--- src/rtl/sar_emu_pkg.sv ---
package sar_emu_pkg;
   typedef enum logic {
      PH_ACQ  = 1'b0,
      PH_CONV = 1'b1
   } phase_t;
endpackage

--- src/rtl/sar_edge_sync.sv ---
module sar_edge_sync #(
   parameter int STAGES  = 2,
   parameter bit RST_VAL = 1'b0
) (
   input  logic clk,
   input  logic rst_n,
   input  logic din,
   output logic level,
   output logic rise,
   output logic fall
);
   if (STAGES < 2) begin : g_bad_stages
      $error("sar_edge_sync: STAGES must be at least 2");
   end

   logic [STAGES-1:0] chain;
   logic              last;

   for (genvar i = 0; i < STAGES; i++) begin : g_stage
      if (i == 0) begin : g_first
         always_ff @(posedge clk or negedge rst_n) begin
            if (!rst_n) chain[0] <= RST_VAL;
            else        chain[0] <= din;
         end
      end else begin : g_next
         always_ff @(posedge clk or negedge rst_n) begin
            if (!rst_n) chain[i] <= RST_VAL;
            else        chain[i] <= chain[i-1];
         end
      end
   end

   always_ff @(posedge clk or negedge rst_n) begin
      if (!rst_n) last <= RST_VAL;
      else        last <= chain[STAGES-1];
   end

   assign level = chain[STAGES-1];
   assign rise  = level & ~last;
   assign fall  = ~level & last;
endmodule

--- src/rtl/sar_conv_timer.sv ---
module sar_conv_timer
   import sar_emu_pkg::*;
#(
   parameter int CYCLES = 40
) (
   input  logic clk,
   input  logic rst_n,
   input  logic start,
   output logic active
);
   if (CYCLES < 2) begin : g_bad_cycles
      $error("sar_conv_timer: CYCLES must be at least 2");
   end

   localparam int CW = $clog2(CYCLES);

   phase_t        phase;
   logic [CW-1:0] remain;

   always_ff @(posedge clk or negedge rst_n) begin
      if (!rst_n) begin
         phase  <= PH_ACQ;
         remain <= '0;
      end else begin
         case (phase)
            PH_ACQ: if (start) begin
               phase  <= PH_CONV;
               remain <= CW'(CYCLES - 1);
            end
            PH_CONV: if (remain == '0) phase <= PH_ACQ;
                     else              remain <= remain - 1'b1;
            default: phase <= PH_ACQ;
         endcase
      end
   end

   assign active = (phase == PH_CONV);
endmodule

--- src/rtl/sar_shift_out.sv ---
module sar_shift_out #(
   parameter int DATA_W = 16
) (
   input  logic              clk,
   input  logic              rst_n,
   input  logic              load,
   input  logic              kill,
   input  logic              step,
   input  logic [DATA_W-1:0] word,
   output logic              oe,
   output logic              sdo
);
   localparam int NW = $clog2(DATA_W);

   logic [DATA_W-1:0] sh;
   logic [NW-1:0]     nbits;

   always_ff @(posedge clk or negedge rst_n) begin
      if (!rst_n) begin
         oe    <= 1'b0;
         sh    <= '0;
         nbits <= '0;
      end else if (kill) begin
         oe <= 1'b0;
      end else if (load) begin
         oe    <= 1'b1;
         sh    <= word;
         nbits <= '0;
      end else if (step && oe) begin
         if (nbits == NW'(DATA_W - 1)) begin
            oe <= 1'b0;
         end else begin
            sh    <= {sh[DATA_W-2:0], 1'b0};
            nbits <= nbits + 1'b1;
         end
      end
   end

   assign sdo = oe & sh[DATA_W-1];


   sdo_hold_chk: assert property (@(posedge clk) disable iff (!rst_n)
      (oe && !step && !load && !kill) |=> $stable(sdo));
endmodule

--- src/rtl/sar_serial_emu.sv ---
module sar_serial_emu #(
   parameter int DATA_W   = 16,
   parameter int CONV_CYC = 40,
   parameter int SYNC_STG = 2
) (
   input  logic              clk,
   input  logic              rst_n,
   input  logic              cnv_sel,
   input  logic              sclk,
   input  logic [DATA_W-1:0] sample_in,
   output logic              sdo,
   output logic              sdo_oe,
   output logic              conv_active
);
   if (DATA_W < 2) begin : g_bad_width
      $error("sar_serial_emu: DATA_W must be at least 2");
   end

   logic cs_lvl, cs_rise, cs_fall;
   logic sk_lvl, sk_rise, sk_fall;
   logic start;
   logic [DATA_W-1:0] word_q;

   sar_edge_sync #(.STAGES(SYNC_STG), .RST_VAL(1'b1)) i_cs_sync (
      .clk(clk), .rst_n(rst_n), .din(cnv_sel),
      .level(cs_lvl), .rise(cs_rise), .fall(cs_fall));

   sar_edge_sync #(.STAGES(SYNC_STG), .RST_VAL(1'b0)) i_sk_sync (
      .clk(clk), .rst_n(rst_n), .din(sclk),
      .level(sk_lvl), .rise(sk_rise), .fall(sk_fall));

   assign start = cs_rise & ~conv_active;

   sar_conv_timer #(.CYCLES(CONV_CYC)) i_timer (
      .clk(clk), .rst_n(rst_n), .start(start), .active(conv_active));

   always_ff @(posedge clk or negedge rst_n) begin
      if (!rst_n)     word_q <= '0;
      else if (start) word_q <= sample_in;
   end

   sar_shift_out #(.DATA_W(DATA_W)) i_shift (
      .clk(clk), .rst_n(rst_n),
      .load(cs_fall & ~conv_active), .kill(cs_rise), .step(sk_fall),
      .word(word_q), .oe(sdo_oe), .sdo(sdo));


   oe_off_during_conv_chk: assert property (@(posedge clk) disable iff (!rst_n)
      conv_active |-> !sdo_oe);


   rise_starts_conv_chk: assert property (@(posedge clk) disable iff (!rst_n)
      (cs_rise && !conv_active) |=> (conv_active && !sdo_oe));


   rise_kills_oe_chk: assert property (@(posedge clk) disable iff (!rst_n)
      cs_rise |=> !sdo_oe);


   msb_first_chk: assert property (@(posedge clk) disable iff (!rst_n)
      (cs_fall && !conv_active && !cs_rise) |=> (sdo_oe && sdo == $past(word_q[DATA_W-1])));


   quiet_when_off_chk: assert property (@(posedge clk) disable iff (!rst_n)
      !sdo_oe |-> !sdo);
endmodule

--- config.mk ---
export PLATFORM = sky130hd
export DESIGN_NAME = sar_serial_emu
export DESIGN_NICKNAME = d
export VERILOG_FILES = /design/src/rtl/sar_emu_pkg.sv /design/src/rtl/sar_edge_sync.sv /design/src/rtl/sar_conv_timer.sv /design/src/rtl/sar_shift_out.sv /design/src/rtl/sar_serial_emu.sv
export SDC_FILE = /design/constraint.sdc
export NUM_CORES = 1
export LEC_CHECK = 0
export BUFFER_PORTS_ARGS = -buffer_cell sky130_fd_sc_hd__clkbuf_2
export CORE_MARGIN = 4
export CORE_UTILIZATION = 50
export CTS_CLUSTER_DIAMETER = 80
export DETAILED_ROUTE_END_ITERATION = 8
export PLACE_DENSITY = 0.69
export SLEW_MARGIN = 5
export SYNTH_ARGS = -nofsm -noshare
export SYNTH_HDL_FRONTEND = slang
export SYNTH_HIERARCHICAL = 1
export SYNTH_SLANG_ARGS = --single-unit
--- constraint.sdc ---
create_clock -name clk -period 2.57 [get_ports clk]
set_input_delay 0.257 -clock clk [delete_from_list [all_inputs] [get_ports clk]]
set_output_delay 0.257 -clock clk [all_outputs]
set_load 0.05 [all_outputs]
Word-level counts from Yosys, hierarchy flattened
Cells that the tools add are included.

Bitwise gates (word level): 11. Muxes and demuxes: 16. Reduce and logical (&&, ||, !) cells: 8. Add/subtract/negate cells: 2. Equal/unequal tests: 4.

Operators by type and width (number): $mux 16 (3); $mux 4 (3); $mux 6 (2); $pmux 6 s2 (1); $and 1x1->1 (6); $logic_not 6->1 (1); $mux 1 (6); $reduce_bool 3->1 (2); $sub 6x1->6 const B (1); $not 1->1 (5); $add 4x1->4 const B (1); $eq 4x4->1 const B (1); $ne 2x1->1 const B (2); $reduce_and 2->1 (2); $reduce_and 3->1 (1); $ne 2x2->1 const B (1); $pmux 1 s2 (1); $reduce_bool 2->1 (1); $logic_and 1x1->1 (1).

Input bits: 20. Register bits: 50.

Logic depth before layout (Yosys ltp)
Depth after elaboration: 6. Depth in mapped cells: 7. Mapped depth without buffers: 5.

Hierarchy
The synthesis kept the hierarchy.

By module, submodules not included: sar_shift_out (cells an instance 125, sequential area each 525.5 µm², area an instance 1233.7 µm², instances 1); sar_serial_emu (cells an instance 36, sequential area each 400.4 µm², area an instance 658.1 µm², instances 1); sar_conv_timer (cells an instance 42, sequential area each 175.2 µm², area an instance 407.9 µm², instances 1); sar_edge_sync (i_cs_sync) (cells an instance 5, sequential area each 78.8 µm², area an instance 93.8 µm², instances 1); sar_edge_sync (i_sk_sync) (cells an instance 5, sequential area each 75.1 µm², area an instance 90.1 µm², instances 1).

Worst setup path after synthesis
OpenSTA, ideal clock, no wires.

Path kind: reg-to-reg. From: reg i_timer.phase, in the netlist i_timer/active. To: reg i_shift.nbits[2]. Path buffers: 2. Required time: 2429 ps. Clock period less this slack: 1786 ps. Arrival time: 1646 ps. Path slack: 784 ps. Stages on the path, launching flop included: 7. Cell sequence: dfrtp_1 nor2b_1 buf_2 buf_1 nor2_1 o21ai_0 o311ai_1.

Longest elaborated chain between the ends: 4.

Ends and longest elaborated chain: from (decl) (line sar_conv_timer.sv:17) `phase_t phase;`; from (signal assigned) (line sar_conv_timer.sv:22) `phase <= PH_ACQ;`; from (signal assigned) (line sar_conv_timer.sv:27) `phase <= PH_CONV;`; from (signal assigned) (line sar_conv_timer.sv:30) `PH_CONV: if (remain == '0) phase <= PH_ACQ;`; $not 1->1 *; $and 1x1->1 * (line sar_serial_emu.sv:44) `.load(cs_fall & ~conv_active), .kill(cs_rise), .step(sk_fall),`; $ne 2x1->1 (no source line) or $reduce_bool 2->1 (tied branches); $reduce_and 3->1 (no source line); to (signal assigned) (line sar_shift_out.sv:34) `nbits <= nbits + 1'b1;`; to (decl) (line sar_shift_out.sv:16) `logic [NW-1:0] nbits;`.

Mark *: on every way between the ends. The rest lies on a longest branch, timed or not. A chain may end at the register's enable or synchronous reset.

Worst setup path in the final report
From: reg i_cs_sync.last. To: reg i_shift.sh[15].

Longest elaborated chain between the ends: 4.

Ends and longest elaborated chain: from (decl) (line sar_edge_sync.sv:17) `logic last;`; from (signal assigned) (line sar_edge_sync.sv:35) `else last <= chain[STAGES-1];`; $and 1x1->1 * (line sar_edge_sync.sv:40) `assign fall = ~level & last;`; named net cs_fall (line sar_serial_emu.sv:19) `logic cs_lvl, cs_rise, cs_fall;`; $and 1x1->1 * (line sar_serial_emu.sv:44); $ne 2x1->1 (no source line) or $reduce_bool 2->1 (tied branches); $reduce_and 3->1 (no source line); to (signal assigned) (line sar_shift_out.sv:27) `sh <= word;`; to (signal assigned) (line sar_shift_out.sv:33) `sh <= {sh[DATA_W-2:0], 1'b0};`; to (decl) (line sar_shift_out.sv:15) `logic [DATA_W-1:0] sh;`.

Mark *: on every way through the listed nets, which the timed path passes. The rest lies on a longest branch.

==> flow_metrics.env <==
export IMPL_timing_rr_end="i_shift/sh[15]$_DFFE_PN0P_"
export IMPL_vdd_drop_max_v=0.000533
export IMPL_htreeDepth=2
export IMPL_outcome="complete, no violations"
export IMPL_antenna_found_initial=0
export IMPL_end_kind="flop"
export IMPL_syn_mean_instance_area_sq_um=11.7
export IMPL_grt_overflow=0
export IMPL_crit_arrival_ps=2270
export IMPL_mostFrequentLayoutCell="dfrtp_1"
export IMPL_die_height_um=78.4
export IMPL_drive_above_1_share_pct=32.3
export IMPL_worstReg2RegStart="i_cs_sync/last$_DFF_PN1_"
export IMPL_grt_pass1_wl_um=7970
export IMPL_cts_root_buf="clkbuf_8"
export IMPL_clk_pin_slew_worst_paths_ps=80
export IMPL_whs_ps=33.3
export IMPL_drc=0
export IMPL_n_antenna_cell=0
export IMPL_critPathLaunch="i_cs_sync/last$_DFF_PN1_"
export IMPL_tightestPinTransition_ps=792
export IMPL_rrSetupSlack_ps=510
export IMPL_critPathKind="flop to flop"
export IMPL_power_switching_share_pct=36.3
export IMPL_crit_path_max_fanout=22
export IMPL_initial_core_util_pct=52.1
export IMPL_synth_area_sq_um=2480
export IMPL_clk_latency_ps=310
export IMPL_fin_crit_sh_pct=80.3
export IMPL_nFillCells=419
export IMPL_hold_viol=0
export IMPL_power_leakage_uw=0.00118
export IMPL_synth_warnings=6
export IMPL_io_pins=23
export IMPL_endpoint="i_shift/sh[15]$_DFFE_PN0P_"
export IMPL_wl_per_cell_um=15.4
export IMPL_final_cell_mix="dfrtp_1, clkbuf_2, nor2_1"
export IMPL_tritoncts="yes"
export IMPL_cts_path_max_buffers=2
export IMPL_nets=257
export IMPL_required_ps=2780
export IMPL_p_comb_share_pct=37.5
export IMPL_grt_max_degree=51
export IMPL_routabilityCongestion=0.738
export IMPL_dpl_hpwl_um=3130
export IMPL_dieArea_sq_um=6140
export IMPL_vias_per_cell=5.64
export IMPL_p_int_uw=1860
export IMPL_grt_usage_pct=16.5
export IMPL_grt_pass1_vias=1673
export IMPL_area_growth_pct=9.04
export IMPL_switchingPower_uw=1060
export IMPL_finalSetupTns_ps=0
export IMPL_post_route_min_period_ps=2060
export IMPL_drt_pass1_iterations=4
export IMPL_synthesis_nets=235
export IMPL_slew_violations=0
export IMPL_power_share_sequential_pct=47.4
export IMPL_rsz0062_at_grt="no"
export IMPL_max_freq_ghz=0.484
export IMPL_place_ws_ps=482
export IMPL_detail_route_iter0_violations=114
export IMPL_maxCapViolCount=0
export IMPL_cts_hold_buf=0
export IMPL_hold_class="input pin to flop"
export IMPL_dr_total_vias=1703
export IMPL_ctsResizeCount=0
export IMPL_cts_sinks=50
export IMPL_pwr_share_clk_pct=15.1
export IMPL_max_slew_margin_rel_pct=47.0
export IMPL_rr_worst_depth=5
export IMPL_numCtsBuffers=5
export IMPL_finalSetupViolCount=0
export IMPL_rows=25
export IMPL_portBuffers=22
export IMPL_die_x_um=78.4
export IMPL_start_kind="flop"
export IMPL_coreArea_sq_um=4750
export IMPL_syn_inst=212
export IMPL_skew_ps=11.2
export IMPL_power_density_nw_per_um2=1080
export IMPL_ant_nets=0
export IMPL_postCtsSetupRepairBufs=0
export IMPL_wirelength_um=4640
export IMPL_setup_ws_ps=505
-- routing by layer --
layer  track usage (%)  wire length, um
met5                 0                0
met4              5.24               69
met3              3.56              205
met2              27.0             2170
met1              21.9             2200
-- critical path, cell delays in order (launching register included) --
cell and delay (ps):
dfstp_2 530, and2b_2 120, nor2b_2 650, buf_4 360, nor2_1 80, a211oi_1 230
-- flip-flops by register name, summed over array words and instances (netlist names) --
name,flops
i_sk_sync/last,1
i_sk_sync/chain,1
i_shift/sh,16
i_sk_sync/level,1
i_cs_sync/chain,1
i_shift/nbits,4
i_timer/active,1
i_cs_sync/level,1
i_cs_sync/last,1
i_timer/remain,6
i_shift/oe,1
word_q,16
-- layout make-up --
cell class	instances	area [sq um]	share of cell area, %
multi-input combinational	136	1060	39.2
inverter	8	30.0	1.11
timing repair buffer	33	193	7.13
clock buffer	8	80.1	2.96
tap	67	83.8	3.10
sequential	50	1250	46.5
-- worst min-delay path by stage --
stage,from,endpoint,slack [ps],cells after the start
final,cnv_sel,i_cs_sync/chain[0]$_DFF_PN1_,30,1
after global routing,cnv_sel,i_cs_sync/chain[0]$_DFF_PN1_,20,1
after CTS,cnv_sel,i_cs_sync/chain[0]$_DFF_PN1_,20,1
after detailed placement,i_sk_sync/chain[0]$_DFF_PN0_,i_sk_sync/level$_DFF_PN0_,330,0
after global placement,i_sk_sync/chain[0]$_DFF_PN0_,i_sk_sync/level$_DFF_PN0_,330,0
after floorplan,rst_n,i_shift/nbits[0]$_DFFE_PN0P_,-40,0
-- per-stage QoR --
stage,area (sq um),utilization (%),instances,total power [uW]
6_report,2700,56.8,302,2920
5_1_grt,2700,56.8,302,3140
4_1_cts,2700,56.8,302,2940
2_1_floorplan,2480,-,212,2260
3_3_place_gp,2620,55.1,294,2460
3_5_place_dp,2620,55.1,294,2500
-- power by group through the flow --
| stage | clock network, uW | logic, uW | registers, uW |
|---|---|---|---|
| finish | 441 | 1090 | 1380 |
| global route | 488 | 1230 | 1420 |
| CTS | 459 | 1110 | 1380 |
| detailed placement | 0 | 1110 | 1390 |
| global placement | 0 | 1080 | 1390 |
| floorplan | 0 | 915 | 1350 |
No activity file was read; power rests on OpenSTA's default activity.
